<file path="src/rtl/pmu_pkg.sv">
`timescale 1ns/1ps
package pmu_pkg;
    localparam int CNT_W        = 32;
    localparam int SEL_W        = 8;
    localparam int NUM_CORE_EVT = 19;
    localparam int DIV_LOG2     = 6;
    localparam int NUM_CNT      = 3;
    localparam int REG_W        = 32;

    // control register field positions
    localparam int B_RUN     = 0;
    localparam int B_CLR_EV  = 1;
    localparam int B_CLR_CY  = 2;
    localparam int B_DIV     = 3;
    localparam int B_IE_LO   = 4;
    localparam int B_OVF_LO  = 8;
    localparam int B_SEL1_LO = 12;
    localparam int B_SEL0_LO = 20;

    // flag / enable / counter slot order
    localparam int SLOT_EV0 = 0;
    localparam int SLOT_EV1 = 1;
    localparam int SLOT_CYC = 2;

    typedef enum logic [1:0] {
        RA_CTRL = 2'd0,
        RA_CYC  = 2'd1,
        RA_EV0  = 2'd2,
        RA_EV1  = 2'd3
    } reg_addr_e;
endpackage

</file>
<file path="src/rtl/pmu_ctrl_reg.sv">
`timescale 1ns/1ps
module pmu_ctrl_reg
    import pmu_pkg::*;
#(
    parameter int SW = SEL_W,
    parameter int NC = NUM_CNT
) (
    input  logic              clk,
    input  logic              rst_n,
    input  logic              wr_en,
    input  logic [REG_W-1:0]  wdata,
    input  logic [NC-1:0]     ovf_set,
    output logic              run_en,
    output logic              div_sel,
    output logic [NC-1:0]     ie,
    output logic [NC-1:0]     ovf,
    output logic [SW-1:0]     sel0,
    output logic [SW-1:0]     sel1,
    output logic              clr_ev,
    output logic              clr_cy,
    output logic [REG_W-1:0]  rdata,
    output logic              irq
);
    logic [NC-1:0] w1c;
    logic [NC-1:0] ovf_next;
    logic          unused_bits;

    assign unused_bits = ^{wdata[REG_W-1:B_SEL0_LO+SW], wdata[B_OVF_LO+NC +: 1],
                           wdata[B_IE_LO+NC +: 1]};

    assign w1c      = wr_en ? wdata[B_OVF_LO +: NC] : '0;
    // a fresh overflow outranks a clear landing on the same edge
    assign ovf_next = (ovf & ~w1c) | ovf_set;
    assign clr_ev   = wr_en & wdata[B_CLR_EV];
    assign clr_cy   = wr_en & wdata[B_CLR_CY];

    always_ff @(posedge clk or negedge rst_n) begin
        if (!rst_n) begin
            run_en  <= 1'b0;
            div_sel <= 1'b0;
            ie      <= '0;
            sel0    <= '0;
            sel1    <= '0;
        end else if (wr_en) begin
            run_en  <= wdata[B_RUN];
            div_sel <= wdata[B_DIV];
            ie      <= wdata[B_IE_LO +: NC];
            sel0    <= wdata[B_SEL0_LO +: SW];
            sel1    <= wdata[B_SEL1_LO +: SW];
        end
    end

    always_ff @(posedge clk or negedge rst_n) begin
        if (!rst_n) ovf <= '0;
        else        ovf <= ovf_next;
    end

    always_comb begin
        rdata                   = '0;
        rdata[B_RUN]            = run_en;
        rdata[B_DIV]            = div_sel;
        rdata[B_IE_LO +: NC]    = ie;
        rdata[B_OVF_LO +: NC]   = ovf;
        rdata[B_SEL1_LO +: SW]  = sel1;
        rdata[B_SEL0_LO +: SW]  = sel0;
    end

    assign irq = |(ovf & ie);
endmodule

</file>
<file path="src/rtl/pmu_evt_sel.sv">
`timescale 1ns/1ps
module pmu_evt_sel
    import pmu_pkg::*;
#(
    parameter int SW = SEL_W,
    parameter int NE = NUM_CORE_EVT
) (
    input  logic [NE-1:0] core_evt,
    input  logic [SW-1:0] code,
    output logic          hit
);
    // codes with no matching input (trace output, unassigned) never hit
    always_comb begin
        hit = 1'b0;
        for (int i = 0; i < NE; i++) begin
            if (code == SW'(i)) hit = hit | core_evt[i];
        end
    end
endmodule

</file>
<file path="src/rtl/pmu_prescale.sv">
`timescale 1ns/1ps
module pmu_prescale #(
    parameter int DL = 6
) (
    input  logic clk,
    input  logic rst_n,
    input  logic run,
    input  logic clr,
    output logic tick
);
    logic [DL-1:0] phase;

    assign tick = run & ~clr & (&phase);

    always_ff @(posedge clk or negedge rst_n) begin
        if (!rst_n)   phase <= '0;
        else if (clr) phase <= '0;
        else if (run) phase <= phase + 1'b1;
    end
endmodule

</file>
<file path="src/rtl/pmu_counter.sv">
`timescale 1ns/1ps
module pmu_counter #(
    parameter int W = 32
) (
    input  logic         clk,
    input  logic         rst_n,
    input  logic         clr,
    input  logic         wr,
    input  logic [W-1:0] wdata,
    input  logic         inc,
    output logic [W-1:0] value,
    output logic         wrap
);
    // priority: software load, then reset bit, then increment
    assign wrap = inc & ~wr & ~clr & (&value);

    always_ff @(posedge clk or negedge rst_n) begin
        if (!rst_n)   value <= '0;
        else if (wr)  value <= wdata;
        else if (clr) value <= '0;
        else if (inc) value <= value + 1'b1;
    end
endmodule

</file>
<file path="src/rtl/evt_perf_monitor.sv">
`timescale 1ns/1ps
module evt_perf_monitor
    import pmu_pkg::*;
#(
    parameter int CW = CNT_W,
    parameter int NE = NUM_CORE_EVT,
    parameter int DL = DIV_LOG2
) (
    input  logic             clk,
    input  logic             rst_n,
    input  logic [NE-1:0]    core_evt,
    input  logic             reg_wr,
    input  logic [1:0]       reg_addr,
    input  logic [REG_W-1:0] reg_wdata,
    output logic [REG_W-1:0] reg_rdata,
    output logic             irq
);
    localparam int NC = NUM_CNT;

    reg_addr_e              addr;
    logic                   run_en, div_sel, clr_ev, clr_cy, tick;
    logic [NC-1:0]          ie, ovf, wrap, inc, clr, wr;
    logic [SEL_W-1:0]       sel0, sel1;
    logic [1:0][SEL_W-1:0]  sel;
    logic [1:0]             hit;
    logic [NC-1:0][CW-1:0]  cnt;
    logic [REG_W-1:0]       ctrl_rd;
    logic [CW-1:0]          cnt_cyc, cnt_ev0, cnt_ev1;

    assign addr = reg_addr_e'(reg_addr);

    pmu_ctrl_reg #(.SW(SEL_W), .NC(NC)) u_ctrl (
        .clk     (clk),
        .rst_n   (rst_n),
        .wr_en   (reg_wr && addr == RA_CTRL),
        .wdata   (reg_wdata),
        .ovf_set (wrap),
        .run_en  (run_en),
        .div_sel (div_sel),
        .ie      (ie),
        .ovf     (ovf),
        .sel0    (sel0),
        .sel1    (sel1),
        .clr_ev  (clr_ev),
        .clr_cy  (clr_cy),
        .rdata   (ctrl_rd),
        .irq     (irq)
    );

    assign sel[SLOT_EV0] = sel0;
    assign sel[SLOT_EV1] = sel1;

    for (genvar g = 0; g < 2; g++) begin : g_evsel
        pmu_evt_sel #(.SW(SEL_W), .NE(NE)) u_sel (
            .core_evt (core_evt),
            .code     (sel[g]),
            .hit      (hit[g])
        );
        assign inc[g] = run_en & hit[g];
        assign clr[g] = clr_ev;
    end

    pmu_prescale #(.DL(DL)) u_pre (
        .clk   (clk),
        .rst_n (rst_n),
        .run   (run_en & div_sel),
        .clr   (clr_cy | ~div_sel),
        .tick  (tick)
    );
    assign inc[SLOT_CYC] = run_en & (div_sel ? tick : 1'b1);
    assign clr[SLOT_CYC] = clr_cy;

    assign wr[SLOT_EV0] = reg_wr && addr == RA_EV0;
    assign wr[SLOT_EV1] = reg_wr && addr == RA_EV1;
    assign wr[SLOT_CYC] = reg_wr && addr == RA_CYC;

    for (genvar g = 0; g < NC; g++) begin : g_cnt
        pmu_counter #(.W(CW)) u_cnt (
            .clk   (clk),
            .rst_n (rst_n),
            .clr   (clr[g]),
            .wr    (wr[g]),
            .wdata (reg_wdata[CW-1:0]),
            .inc   (inc[g]),
            .value (cnt[g]),
            .wrap  (wrap[g])
        );
    end

    assign cnt_cyc = cnt[SLOT_CYC];
    assign cnt_ev0 = cnt[SLOT_EV0];
    assign cnt_ev1 = cnt[SLOT_EV1];

    always_comb begin
        unique case (addr)
            RA_CTRL: reg_rdata = ctrl_rd;
            RA_CYC:  reg_rdata = REG_W'(cnt_cyc);
            RA_EV0:  reg_rdata = REG_W'(cnt_ev0);
            RA_EV1:  reg_rdata = REG_W'(cnt_ev1);
            default: reg_rdata = '0;
        endcase
    end
endmodule

</file>
<file path="config.mk">
export PLATFORM = sky130hd
export DESIGN_NAME = evt_perf_monitor
export DESIGN_NICKNAME = d
export VERILOG_FILES = /design/src/rtl/pmu_pkg.sv /design/src/rtl/pmu_ctrl_reg.sv /design/src/rtl/pmu_evt_sel.sv /design/src/rtl/pmu_prescale.sv /design/src/rtl/pmu_counter.sv /design/src/rtl/evt_perf_monitor.sv
export SDC_FILE = /design/constraint.sdc
export NUM_CORES = 1
export LEC_CHECK = 0
export BUFFER_PORTS_ARGS = -buffer_cell sky130_fd_sc_hd__buf_2
export CELL_PAD_IN_SITES_DETAIL_PLACEMENT = 1
export CELL_PAD_IN_SITES_GLOBAL_PLACEMENT = 1
export CORE_MARGIN = 4
export CORE_UTILIZATION = 24
export DETAILED_ROUTE_END_ITERATION = 16
export GPL_TIMING_DRIVEN = 0
export PLACE_DENSITY_LB_ADDON = 0.1
export SETUP_SLACK_MARGIN = 0.4
export SLEW_MARGIN = 20
export SYNTH_ARGS = -nofsm -noshare
export SYNTH_HDL_FRONTEND = slang
export SYNTH_SLANG_ARGS = --single-unit
</file>
<file path="constraint.sdc">
create_clock -name clk -period 3.4 [get_ports clk]
set_clock_uncertainty 0.15 [all_clocks]
set_input_delay 0.51 -clock clk [delete_from_list [all_inputs] [get_ports clk]]
set_output_delay 0.51 -clock clk [all_outputs]
set_load 0.05 [all_outputs]
</file>
# == Yosys cells after proc, flatten, opt, wreduce, memory -nomap -nowiden ==
# Index checks and enable logic that the tools add are counted.
# totals
out_inout_bits,33
reg_bits,126
elab_cells,186
inputBits,56
# op_classes
reduce_logical,16
n_bitwise,65
mux,52
add_sub_neg,4
n_eq_ne,39
# op_table
op,n
$mux 32,9
$eq 8x4->1 const B,16
$pmux 32 s4,1
$add 32x1->32 const B,3
$reduce_and 32->1,3
$eq 8x3->1 const B,8
$eq 8x5->1 const B,6
$mux 1,39
$or 1x1->1,37
$eq 8x2->1 const B,4
$and 1x1->1,17
$eq 8x1->1 const B,2
$logic_not 8->1,2
$mux 6,2
$reduce_bool 3->1,3
$not 1->1,7
$add 6x1->6 const B,1
$and 3x3->3,2
$reduce_and 6->1,1
$eq 2x2->1 const B,2
$logic_and 1x1->1,4
$mux 3,1
$not 3->3,1
$or 3x3->3,1
4 further kinds,4

# == Depth between registers and ports, before layout ==
# depth
word_depth,43
mapped_depth,10
mapped_depth_nobuf,8

# == Modules after synthesis ==
# From an unflattened synthesis, not the netlist that was laid out.
# unflattened
cells_unflattened,906
hier_area_um2,8659.6
# modules_own_cells
module,seq_area_each_um2,instances,cells_per_inst,area_each_um2
pmu_counter,800.8,3,230,1935.6
pmu_ctrl_reg,600.6,1,91,1239.9
evt_perf_monitor,0.0,1,51,884.6
pmu_evt_sel,0.0,2,23,222.7
pmu_prescale,150.1,1,28,282.8

# == Worst setup path before layout ==
# No wires, ideal clock.
# synth_path
kind,input to output
from,in reg_addr[1]
to,out reg_rdata[25]
arrival_ns,2.066
required_time_ns,2.740
path_slack_ns,0.674
n_path_buf,3
cell_stages,4
cell_sequence,clkbuf_1 clkbuf_1 clkbuf_1 mux4_2
# synth_via
elab_chain_cells,2
elab_cells_between_ends,5
classes_between,eq/ne: 3; mux: 1; reduce/logical: 1
# synth_rtl
element,line,text
from (decl),evt_perf_monitor.sv:13,"input logic [1:0] reg_addr,"
$eq 2x2->1 (tied with other cells),evt_perf_monitor.sv:95,unique case (addr)
$pmux 32 s4 *,evt_perf_monitor.sv:95,
to (decl),evt_perf_monitor.sv:15,"output logic [REG_W-1:0] reg_rdata,"
# Every way passes the cells marked *; elsewhere a longest branch is shown, timed or not.

# == Final worst setup path ==
# layout_path
from,in reg_addr[0]
to,out reg_rdata[13]
# Same word-level chain as after synthesis.

==> impl_metrics.toml <==
[clock_network]
cts_tree = "done"
numClockSinks = 126
path_clk_slew_ns = 0.06
clk_latency_ns = 0.45
cts_buffers = 17
h-tree-depth = 4
cts-root-buf = "clkbuf_16"
clockBufferDepth = 2

[die]
start_util = 0.245
core_um2 = 34800
die_h_um = 196
fp-row-count = 68
dieArea_um2 = 38600
ioPinCount = 89
die_w_um = 196

[worst_setup_path]
crit_fanout = 10
worstPathArrival_ns = 2.28
slowest_delay_ns = 0.41
crit_chain = "buf_2, clkbuf_2, clkbuf_2, buf_2, mux4_2, buf_2"
cp_common_cell = "buf_2"
crit_path_end_kind = "output pin"
cp_slowest_cell = "mux4_2"
path_class = "input port to output pin"
start_kind = "input port"
cp.required_ns = 2.74

[pwr]
peakVddDrop_mv = 0.382
leakage_nw = 4.32
powerDensity_nw_per_um2 = 511

[route]
ant_nets = 0
drcViolationCount = 0
wl_per_cell_um = 26.8
drt_pass1_iterations = 5
first_iter_violations = 703
viasPerCell = 5.49
wl_um = 42000
vias = 8601

[timing]
worst_pin_slew_ns = 1.00
maxSlewHeadroom = 0.331
slew_violations = 0
rsz0062_at_grt = "yes"
period_share = 0.864
setup_viol = 0
final_hold_viol_count = 0
period_needed_ns = 2.94
fmax_mhz = 340

[place]
place_hpwl_um = 32100
place_area_um2 = 9560
port_buffers = 87
gp_congestion = 0.863

[logic_synthesis]
synth_compound_area_frac = 0.237
async_flop_share = 1.00
syn_nets = 1050
synth-adder-area-share = 0.00588
synth_seq_area_share = 0.370
yosysWarnings = 0
syn_area_um2 = 8520
ys_seq_elements = 126
synth-xor-area-share = 0.0185
synth-simple-area-share = 0.207
synth_top_family_by_area = "compound AO/OA/AOI/OAI gates"
synth_mux_area_frac = 0.120
syn_avg_cell_area_um2 = 8.60
netlist_instances = 990
synth_edf_count = 0
synth.distinct_cells = 78
synth_ff_type = "dfrtp_1"

[finish]
diodes = 0
synthToLayoutAreaGrowth_pct = 20.2
finalInstanceArea_um2 = 10200
final_util = 0.294
drive_gt1_frac = 0.201
layout.nets = 1161
fillCellCount = 4102

[job]
max-cap-violations = 0

[grt]
use_met2 = 0.345
grt_use_met1 = 0.312
overflow = 0
antenna_found_initial = 1
track_usage = 0.217
grt_max_degree = 84
grt_pass1_wl_um = 62000
busiest_layer = "met2"
use_met3 = 0.0328
grt_pass1_vias = 8969

[run_status]
status = "finished clean"

[hold_path]
hold_class = "input port to flop"
## layer usage
layer  vias to the layer above  share of wire
li1                       3906              -
met1                      4462           0.48
met2                       196           0.46
met3                        37          0.040
met4                         0          0.016
met5                         -              0
## cell type report
cell class / count / area, um2 / share of cell area
Buffer: 63 / 307 / 0.0299
Tap cell: 455 / 569 / 0.0556
Clock buffer: 25 / 526 / 0.0513
Inverter: 18 / 67.6 / 0.00660
Multi-Input combinational cell: 783 / 5060 / 0.494
Clock inverter: 6 / 55.1 / 0.00538
Timing Repair Buffer: 92 / 505 / 0.0494
Sequential cell: 126 / 3150 / 0.308
## cell usage after synthesis, drive strengths merged, types with 4 or more instances
| cell type | number | area share |
|---|---|---|
| xor2 | 9 | 0.0093 |
| a21boi | 4 | 0.0035 |
| o22a | 6 | 0.0062 |
| a22o | 16 | 0.016 |
| a21o | 5 | 0.0044 |
| inv | 18 | 0.0079 |
| mux2 | 29 | 0.038 |
| mux2i | 11 | 0.013 |
| nor3 | 14 | 0.0088 |
| nor4 | 4 | 0.0054 |
| buf | 22 | 0.015 |
| clkbuf | 41 | 0.018 |
| a31oi | 15 | 0.011 |
| mux4 | 26 | 0.069 |
| or2 | 5 | 0.0037 |
| o41ai | 6 | 0.0071 |
| a221oi | 5 | 0.0051 |
| nor2 | 39 | 0.017 |
| and3 | 23 | 0.017 |
| o31ai | 22 | 0.019 |
| o311a | 5 | 0.0059 |
| ha | 4 | 0.0059 |
| nand2b | 10 | 0.0082 |
| or3 | 5 | 0.0037 |
| o21ai | 78 | 0.046 |
| nor2b | 6 | 0.0044 |
| and4 | 4 | 0.0041 |
| nand4 | 22 | 0.016 |
| nand3 | 35 | 0.021 |
| a21oi | 127 | 0.076 |
| o211ai | 4 | 0.0041 |
| xnor2 | 9 | 0.0093 |
| dfrtp | 126 | 0.37 |
| and2 | 7 | 0.0051 |
| nand2 | 188 | 0.083 |
## power breakdown
part / total, mW / leakage, nW / internal [mW] / switching [mW]
clock: 1.89 / 0.295 / 1.13 / 0.762
combinational: 1.33 / 2.35 / 0.477 / 0.851
sequential: 2.01 / 1.67 / 1.69 / 0.321
## cell families after synthesis
kind of cell | Yosys count
buffers and inverters | 81
AND/OR/NAND/NOR | 371
AO/OA/AOI/OAI | 324
XOR/XNOR | 18
adder cells (fa/ha/maj) | 4
flip-flops | 126
multiplexers | 66
## flip-flops by register name (all words and copies together) (netlist names)
| name | count |
|---|---|
| u_pre.phase | 6 |
| u_ctrl.ie | 3 |
| u_ctrl.run_en | 1 |
| u_ctrl.ovf | 3 |
| u_ctrl.sel0 | 8 |
| u_ctrl.div_sel | 1 |
| u_ctrl.sel1 | 8 |
| g_cnt.u_cnt.value | 96 |
## cell usage in the layout (no fill, tap or decap), types with 6 or more instances in the layout
cell type,count
a21oi_1,125
a22o_1,16
a31oi_1,14
and2_1,7
and3_1,23
buf_2,95
buf_4,11
clkbuf_1,32
clkbuf_16,17
clkbuf_2,8
clkbuf_8,7
dfrtp_1,126
inv_1,18
mux2_2,29
mux2i_1,11
mux4_2,26
nand2_1,188
nand2b_1,9
nand3_1,34
nand4_1,22
nor2_1,38
nor2b_1,6
nor3_1,11
o21ai_0,72
o22a_1,6
o31ai_1,22
xnor2_1,9
xor2_1,9
## final timing paths
kind	startpoint	to	slack [ns]	depth (start not counted)
max	reg_addr[0]	reg_rdata[13]	0.46	6
min	reg_wdata[30]	g_cnt[2].u_cnt.value[30]	0.24	3
max reg2reg	g_cnt[0].u_cnt.value[15]	g_cnt[0].u_cnt.value[28]	0.52	8
min reg2reg	u_ctrl.sel1[6]	u_ctrl.sel1[6]	0.39	1
max in group asynchronous	rst_n	u_ctrl.sel1[1]	1.89	3
min in group asynchronous	rst_n	u_pre.phase[3]	0.41	2
## critical path: cells and delay by family
kind	cells	cell delay (ns)
buffers and inverters	5	1.34
muxes	1	0.41
## through the flow
stage / hold slack [ns] / TNS [ns] / power (mW) / worst slack, ns / cells
2_1_floorplan: 0.0644 / 0 / 2.77 / 0.674 / 990
3_3_place_gp: 0.373 / -69.83 / 3.33 / -0.529 / 1532
3_5_place_dp: 0.289 / -6.01 / 3.35 / -0.360 / 1533
4_1_cts: 0.218 / 0 / 5.26 / 0.404 / 1565
5_1_grt: 0.222 / 0 / 5.46 / 0.397 / 1568
6_report: 0.235 / 0 / 5.24 / 0.462 / 1568
## repair_timing
action | in CTS | in global routing
buffers inserted | 0 | 3
cloned | 0 | 0
pin swaps | 0 | 2
gates resized for setup | 11 | 17
hold endpoints to repair | 43 | 0
setup endpoints to repair | 64 | 72
hold buffers | 1 | 0
(Power assumes the default switching activity.)
